==> config.mk <==
export PLATFORM = sky130hd
export DESIGN_NAME = ddr_bank_tracker
export DESIGN_NICKNAME = d
export VERILOG_FILES = /design/src/rtl/ddr_trk_pkg.sv /design/src/rtl/ddr_cmd_decode.sv /design/src/rtl/ddr_bank_state.sv /design/src/rtl/ddr_rule_check.sv /design/src/rtl/ddr_bank_tracker.sv
export SDC_FILE = /design/constraint.sdc
export NUM_CORES = 1
export LEC_CHECK = 0
export CAP_MARGIN = 40
export CORE_MARGIN = 5
export CORE_UTILIZATION = 50
export DETAILED_ROUTE_END_ITERATION = 8
export GPL_ROUTABILITY_DRIVEN = 0
export PLACE_DENSITY = 0.88
export SLEW_MARGIN = 20
export SYNTH_ARGS = -nofsm -noshare
export SYNTH_HDL_FRONTEND = slang
export SYNTH_HIERARCHICAL = 1
export SYNTH_SLANG_ARGS = --single-unit
==> constraint.sdc <==
create_clock -name clk_i -period 2.9 [get_ports clk_i]
set_input_delay 0.725 -clock clk_i [delete_from_list [all_inputs] [get_ports clk_i]]
set_output_delay 0.725 -clock clk_i [all_outputs]
set_load 0.01 [all_outputs]
==> src/rtl/ddr_trk_pkg.sv <==
package ddr_trk_pkg;

  typedef enum logic [2:0] {
    CMD_NOP, CMD_ACT, CMD_RD, CMD_WR, CMD_PRE, CMD_BST
  } cmd_e;

  typedef enum logic [3:0] {
    V_NONE      = 4'd0,
    V_ACT_OPEN  = 4'd1,
    V_ACT_TRP   = 4'd2,
    V_ACT_TRRD  = 4'd3,
    V_RW_IDLE   = 4'd4,
    V_RW_TRCD   = 4'd5,
    V_RW_APPEND = 4'd6,
    V_PRE_TRAS  = 4'd7
  } viol_e;

  function automatic int max2(int a, int b);
    return (a > b) ? a : b;
  endfunction

endpackage

==> src/rtl/ddr_cmd_decode.sv <==
module ddr_cmd_decode
  import ddr_trk_pkg::*;
(
  input  logic sel_ni,
  input  logic row_strobe_ni,
  input  logic col_strobe_ni,
  input  logic wr_en_ni,
  output cmd_e cmd_o
);

  always_comb begin
    cmd_o = CMD_NOP;
    if (!sel_ni) begin
      unique case ({row_strobe_ni, col_strobe_ni, wr_en_ni})
        3'b011:  cmd_o = CMD_ACT;
        3'b101:  cmd_o = CMD_RD;
        3'b100:  cmd_o = CMD_WR;
        3'b010:  cmd_o = CMD_PRE;
        3'b110:  cmd_o = CMD_BST;
        default: cmd_o = CMD_NOP; // refresh, mode set, nop
      endcase
    end
  end

endmodule

==> src/rtl/ddr_bank_state.sv <==
module ddr_bank_state
  import ddr_trk_pkg::*;
#(
  parameter int ROW_W     = 12,
  parameter int CNT_W     = 3,
  parameter int T_RAS     = 6,
  parameter int RD_AP_DLY = 2,
  parameter int WR_AP_DLY = 5
) (
  input  logic             clk_i,
  input  logic             rst_ni,
  input  logic             act_i,
  input  logic             close_i,
  input  logic             rw_ap_i,
  input  logic             rw_wr_i,
  input  logic [ROW_W-1:0] row_i,
  output logic             active_o,
  output logic [ROW_W-1:0] row_o,
  output logic             ap_pend_o,
  output logic [CNT_W-1:0] act_age_o,
  output logic [CNT_W-1:0] pre_age_o
);

  localparam logic [CNT_W-1:0] AGE_MAX = '1;
  localparam logic [CNT_W-1:0] AGE_ONE = CNT_W'(1);

  logic             active_q, ap_pend_q;
  logic [ROW_W-1:0] row_q;
  logic [CNT_W-1:0] ap_cnt_q, act_age_q, pre_age_q, ap_load;
  logic             ap_fire, shut;

  assign ap_fire = ap_pend_q && (ap_cnt_q == '0);
  assign shut    = close_i || ap_fire;

  // close lands at the later of burst end and the T_RAS point
  always_comb begin
    int burst_d, ras_d;
    burst_d = rw_wr_i ? WR_AP_DLY : RD_AP_DLY;
    ras_d   = T_RAS - int'(act_age_q);
    ap_load = CNT_W'(max2(burst_d, ras_d) - 1);
  end

  always_ff @(posedge clk_i or negedge rst_ni) begin
    if (!rst_ni) begin
      active_q  <= 1'b0;
      row_q     <= '0;
      ap_pend_q <= 1'b0;
      ap_cnt_q  <= '0;
      act_age_q <= AGE_MAX;
      pre_age_q <= AGE_MAX;
    end else begin
      if (act_i) begin
        active_q  <= 1'b1;
        row_q     <= row_i;
        act_age_q <= AGE_ONE;
      end else if (act_age_q != AGE_MAX) begin
        act_age_q <= act_age_q + 1'b1;
      end

      if (shut) begin
        active_q  <= 1'b0;
        ap_pend_q <= 1'b0;
        pre_age_q <= AGE_ONE;
      end else if (pre_age_q != AGE_MAX) begin
        pre_age_q <= pre_age_q + 1'b1;
      end

      if (rw_ap_i) begin
        ap_pend_q <= 1'b1;
        ap_cnt_q  <= ap_load;
      end else if (ap_pend_q && ap_cnt_q != '0) begin
        ap_cnt_q  <= ap_cnt_q - 1'b1;
      end
    end
  end

  assign active_o  = active_q;
  assign row_o     = row_q;
  assign ap_pend_o = ap_pend_q;
  assign act_age_o = act_age_q;
  assign pre_age_o = pre_age_q;

endmodule

==> src/rtl/ddr_rule_check.sv <==
module ddr_rule_check
  import ddr_trk_pkg::*;
#(
  parameter int NUM_BANKS = 4,
  parameter int BA_W      = 2,
  parameter int CNT_W     = 3,
  parameter int T_RCD     = 3,
  parameter int T_RRD     = 2,
  parameter int T_RAS     = 6,
  parameter int T_RP      = 3
) (
  input  cmd_e                            cmd_i,
  input  logic [BA_W-1:0]                 ba_i,
  input  logic                            all_i,
  input  logic [NUM_BANKS-1:0]            active_i,
  input  logic [NUM_BANKS-1:0]            ap_pend_i,
  input  logic [NUM_BANKS-1:0][CNT_W-1:0] act_age_i,
  input  logic [NUM_BANKS-1:0][CNT_W-1:0] pre_age_i,
  input  logic [CNT_W-1:0]                rrd_age_i,
  output viol_e                           code_o
);

  localparam logic [CNT_W-1:0] RCD_C = CNT_W'(T_RCD);
  localparam logic [CNT_W-1:0] RRD_C = CNT_W'(T_RRD);
  localparam logic [CNT_W-1:0] RAS_C = CNT_W'(T_RAS);
  localparam logic [CNT_W-1:0] RP_C  = CNT_W'(T_RP);

  logic [NUM_BANKS-1:0] young;

  for (genvar b = 0; b < NUM_BANKS; b++) begin : g_young
    assign young[b] = active_i[b] && (act_age_i[b] < RAS_C);
  end

  always_comb begin
    code_o = V_NONE;
    unique case (cmd_i)
      CMD_ACT: begin
        if (active_i[ba_i])                 code_o = V_ACT_OPEN;
        else if (pre_age_i[ba_i] < RP_C)    code_o = V_ACT_TRP;
        else if (rrd_age_i < RRD_C)         code_o = V_ACT_TRRD;
      end
      CMD_RD, CMD_WR: begin
        if (!active_i[ba_i])                code_o = V_RW_IDLE;
        else if (ap_pend_i[ba_i])           code_o = V_RW_APPEND;
        else if (act_age_i[ba_i] < RCD_C)   code_o = V_RW_TRCD;
      end
      CMD_PRE: begin
        if (all_i ? (|young) : young[ba_i]) code_o = V_PRE_TRAS;
      end
      default: code_o = V_NONE;
    endcase
  end

endmodule

==> src/rtl/ddr_bank_tracker.sv <==
module ddr_bank_tracker
  import ddr_trk_pkg::*;
#(
  parameter int NUM_BANKS = 4,
  parameter int ROW_W     = 12,
  parameter int ADDR_W    = 12,
  parameter int AP_BIT    = 10,
  parameter int T_RCD     = 3,
  parameter int T_RRD     = 2,
  parameter int T_RAS     = 6,
  parameter int T_RP      = 3,
  parameter int T_WR      = 2,
  parameter int BURST_LEN = 4,
  localparam int BA_W     = $clog2(NUM_BANKS)
) (
  input  logic                       clk_i,
  input  logic                       rst_ni,
  input  logic                       sel_ni,
  input  logic                       row_strobe_ni,
  input  logic                       col_strobe_ni,
  input  logic                       wr_en_ni,
  input  logic [BA_W-1:0]            bank_sel_i,
  input  logic [ADDR_W-1:0]          addr_i,
  output logic [NUM_BANKS-1:0]       bank_active_o,
  output logic [NUM_BANKS*ROW_W-1:0] bank_row_o,
  output logic                       viol_o,
  output logic [3:0]                 viol_code_o
);

  localparam int BURST_CYC = BURST_LEN / 2;
  localparam int RD_AP_DLY = BURST_CYC;
  localparam int WR_AP_DLY = 1 + BURST_CYC + T_WR;
  localparam int MAX_T     = max2(max2(max2(T_RCD, T_RRD), max2(T_RAS, T_RP)), WR_AP_DLY);
  localparam int CNT_W     = $clog2(MAX_T + 2);
  localparam logic [CNT_W-1:0] AGE_MAX = '1;

  cmd_e  cmd;
  viol_e code;
  logic  legal, ap_flag;

  logic [NUM_BANKS-1:0]            active, ap_pend;
  logic [NUM_BANKS-1:0][CNT_W-1:0] act_age, pre_age;
  logic [CNT_W-1:0]                rrd_age_q;
  logic                            viol_q;
  logic [3:0]                      code_q;

  assign ap_flag = addr_i[AP_BIT];

  ddr_cmd_decode u_dec (
    .sel_ni        (sel_ni),
    .row_strobe_ni (row_strobe_ni),
    .col_strobe_ni (col_strobe_ni),
    .wr_en_ni      (wr_en_ni),
    .cmd_o         (cmd)
  );

  ddr_rule_check #(
    .NUM_BANKS (NUM_BANKS),
    .BA_W      (BA_W),
    .CNT_W     (CNT_W),
    .T_RCD     (T_RCD),
    .T_RRD     (T_RRD),
    .T_RAS     (T_RAS),
    .T_RP      (T_RP)
  ) u_rules (
    .cmd_i     (cmd),
    .ba_i      (bank_sel_i),
    .all_i     (ap_flag),
    .active_i  (active),
    .ap_pend_i (ap_pend),
    .act_age_i (act_age),
    .pre_age_i (pre_age),
    .rrd_age_i (rrd_age_q),
    .code_o    (code)
  );

  assign legal = (code == V_NONE);

  for (genvar b = 0; b < NUM_BANKS; b++) begin : g_bank
    logic sel, act_go, close_go, rw_ap_go;

    assign sel      = (bank_sel_i == BA_W'(b));
    assign act_go   = legal && (cmd == CMD_ACT) && sel;
    assign close_go = legal && (cmd == CMD_PRE) && (ap_flag || sel);
    assign rw_ap_go = legal && ((cmd == CMD_RD) || (cmd == CMD_WR)) && sel && ap_flag;

    ddr_bank_state #(
      .ROW_W     (ROW_W),
      .CNT_W     (CNT_W),
      .T_RAS     (T_RAS),
      .RD_AP_DLY (RD_AP_DLY),
      .WR_AP_DLY (WR_AP_DLY)
    ) u_bank (
      .clk_i     (clk_i),
      .rst_ni    (rst_ni),
      .act_i     (act_go),
      .close_i   (close_go),
      .rw_ap_i   (rw_ap_go),
      .rw_wr_i   (cmd == CMD_WR),
      .row_i     (addr_i[ROW_W-1:0]),
      .active_o  (active[b]),
      .row_o     (bank_row_o[b*ROW_W +: ROW_W]),
      .ap_pend_o (ap_pend[b]),
      .act_age_o (act_age[b]),
      .pre_age_o (pre_age[b])
    );
  end

  always_ff @(posedge clk_i or negedge rst_ni) begin
    if (!rst_ni) begin
      rrd_age_q <= AGE_MAX;
      viol_q    <= 1'b0;
      code_q    <= '0;
    end else begin
      if (legal && cmd == CMD_ACT)  rrd_age_q <= CNT_W'(1);
      else if (rrd_age_q != AGE_MAX) rrd_age_q <= rrd_age_q + 1'b1;
      viol_q <= !legal;
      code_q <= code;
    end
  end

  assign bank_active_o = active;
  assign viol_o        = viol_q;
  assign viol_code_o   = code_q;

endmodule

==> flow_summary.ini <==
[run_status]
status = complete, but fails checks
failed_checks = setup timing

[cells_and_area]
num_antenna_cells = 0
layout_common_cells = dfrtp_1, buf_4, clkdlybuf4s50_1
fin_util_pct = 79.3
final_nets = 716
fillers = 511
syn2layout_area_growth_pct = 55.6
drive_above_1_share_pct = 50.2
final_area_um2 = 8560

[global_route]
grt_use_total_pct = 28.1
antenna_found_initial = 0
grt_start_max_net_pins = 52
globalRouteOverflowTotal = 0
grt_pass1_wl_um = 28300
grt_pass1_vias = 5204

[setup_path]
cpMostUsedCell = buf_6
arrival_ns = 3.74
crit_path_max_incr_delay_ns = 0.37
r2r_cells = 12
cp_cell_sequence = buf_6, buf_6, nor3b_4, nor2_1, nand3_1, a31oi_2, a31oi_2, o211ai_1, nor4_4, inv_2, buf_12, buf_12, nor3_4, buf_6, mux2_4
end_kind = register
cp_max_fo = 5
cp_slowest_cell = nor4_4
path_depth = 15
crit_family = simple AND/OR/NAND/NOR gates
rrSetupSlack_ns = -0.49
crit_type = in2reg
r2r-start = g_bank[2].u_bank/act_age_o[1]
critPathLaunchType = input pin
cp_data_required_time_ns = 3.19
crit_start = col_strobe_ni
worst-path-buf-inv = 6

[synth]
synth-edff-count = 0
yosys_warnings = 6
synth_area_leaders = dfrtp_1, dfstp_2, mux2_2, ha_1, mux2i_1
yosys.area.top_type = dfrtp_1
async_reset_ff_share_pct = 100
synthCells = 468
ys_seq_area_share_pct = 46.1
synth.distinct_cells = 55
syn_area_per_cell_um2 = 11.8
synth_top_area_share_pct = 33.2
synth_seq_cells = 100
synth_ff_type = dfrtp_1
syn-cell-area_um2 = 5500
synth_fp_nets = 530

[timing]
hold_violations = 0
setup_viol = 92
fmax_ghz = 0.290
finalMaxSlewViolations = 0
worst_pin_slew_ns = 0.698
rsz0062_at_grt = true
skew_ns = 0.0301
relSlewSlack_pct = 53.5
min_period_over_period_pct = 119
period_minus_slack_ns = 3.45
setup_slack_ns = -0.552

[floorplan]
ios = 77
die_h_um = 115
die_x_um = 115
coreArea_um2 = 10800
fp.dieArea_um2 = 13200
start_util_pct = 51.0
num_rows = 38

[drt]
drtIter0Drc = 546
viasPerCell = 6.43
wirelength_um = 21900
drtAntennaViolNets = 0
routedWlPerCell_um = 27.4
drcViolationCount = 0
dr.pass1.iters = 6
route.vias.total = 5136

[min_path]
hp-class = in2async

[clock_network]
cts.path.max_buffers = 2
cts_root_buffer = clkbuf_8
clkSinkCount = 100
insertion_delay_ns = 0.41
tritoncts = built
numCtsBuffers = 9
clk_pin_slew_worst_paths_ns = 0.13
htree_levels = 3

[power]
vdd.ir_drop.worst_mv = 0.955
power_density_nw_per_um2 = 1090
leakagePower_nw = 3.76

[flow_run]
max-cap-violations = 0

[place]
io_buffers = 76
dpl.hpwl_um = 10500
place_area_um2 = 7370
-- synth_stat cells (8+ instances only) --
| cell type | number |
|---|---|
| xnor2_1 | 8 |
| xor2_1 | 9 |
| nand3_1 | 11 |
| mux2i_1 | 27 |
| nand3b_1 | 11 |
| mux2_2 | 50 |
| nor2_1 | 34 |
| dfstp_2 | 27 |
| ha_1 | 42 |
| inv_1 | 19 |
| nor3_1 | 10 |
| a211oi_1 | 8 |
| buf_2 | 8 |
| nand2b_1 | 16 |
| dfrtp_1 | 73 |
| nand2_1 | 17 |
| a21oi_1 | 12 |
-- flip-flops by register name, summed over array words and instances (netlist names) --
| register | flops |
|---|---|
| g_bank.u_bank/ap_pend_o | 4 |
| viol_o | 1 |
| rrd_age_q | 3 |
| g_bank.u_bank/pre_age_o | 12 |
| g_bank.u_bank/row_o | 48 |
| viol_code_o | 4 |
| g_bank.u_bank/ap_cnt_q | 12 |
| g_bank.u_bank/active_o | 4 |
| g_bank.u_bank/act_age_o | 12 |
-- path summary, 6_finish.rpt --
path | endpoint
worst min register to register | g_bank[2].u_bank/row_o[7]
worst max-delay path | g_bank[0].u_bank/row_o[4]
max in group asynchronous | g_bank[1].u_bank/pre_age_o[0]
worst max register to register | g_bank[0].u_bank/row_o[4]
worst min-delay path | g_bank[1].u_bank/row_o[5]
min in group clk_i | g_bank[2].u_bank/row_o[7]
-- power by group --
group | switching (mW) | internal, mW
Sequential | 0.485 | 2.07
Combinational | 2.89 | 2.91
Clock | 0.578 | 0.354
-- stage by stage --
| step | setup slack, ns | power, mW | setup TNS (ns) | cells | hold WS, ns |
|---|---|---|---|---|---|
| after global placement | -0.944 | 6.37 | -69.28 | 744 | 0.490 |
| after global routing | -0.618 | 9.65 | -43.63 | 799 | 0.366 |
| after CTS | -0.124 | 8.10 | -2.62 | 778 | 0.385 |
| after floorplan | -0.240 | 5.14 | -5.07 | 468 | 0.429 |
| after detailed placement | -0.989 | 6.77 | -75.33 | 744 | 0.493 |
| final | -0.552 | 9.28 | -36.53 | 799 | 0.315 |
-- routing by layer --
layer,wire length (um),track usage (%)
met5,0,0
met3,1820,4.47
met2,10800,49.7
met4,1760,15.9
met1,7480,32.1
-- area by class of cell --
| type | count | area (um2) | share of cell area, % |
|---|---|---|---|
| repair buffers | 190 | 1880 | 22.0 |
| clock buffers | 10 | 138 | 1.61 |
| clock inverters | 6 | 56.3 | 0.658 |
| flip-flops and latches | 100 | 2540 | 29.6 |
| well taps | 140 | 175 | 2.05 |
| multi-input cells | 333 | 3690 | 43.1 |
| inverters | 20 | 82.6 | 0.965 |
-- cell families after synthesis --
kind of cell               share of synthesized area (%)
buffers and inverters                               2.98
other                                             0.0682
xor gates and xnor gates                            2.71
muxes                                               17.6
DFF                                                 46.1
adders and majority gates                           9.55
AOI/OAI and AO/OA                                   7.44
and+or+nand+nor                                     13.5
-- repair_timing --
item | 4_1_cts | 5_1_grt
endpoints found under the setup margin | 92 | 92
buffers inserted | 19 | 22
hold buffers | 0 | 0
resized for setup | 86 | 73
gates cloned | 2 | 1
pin swaps | 32 | 36
Power figures use the tool's default switching activity.
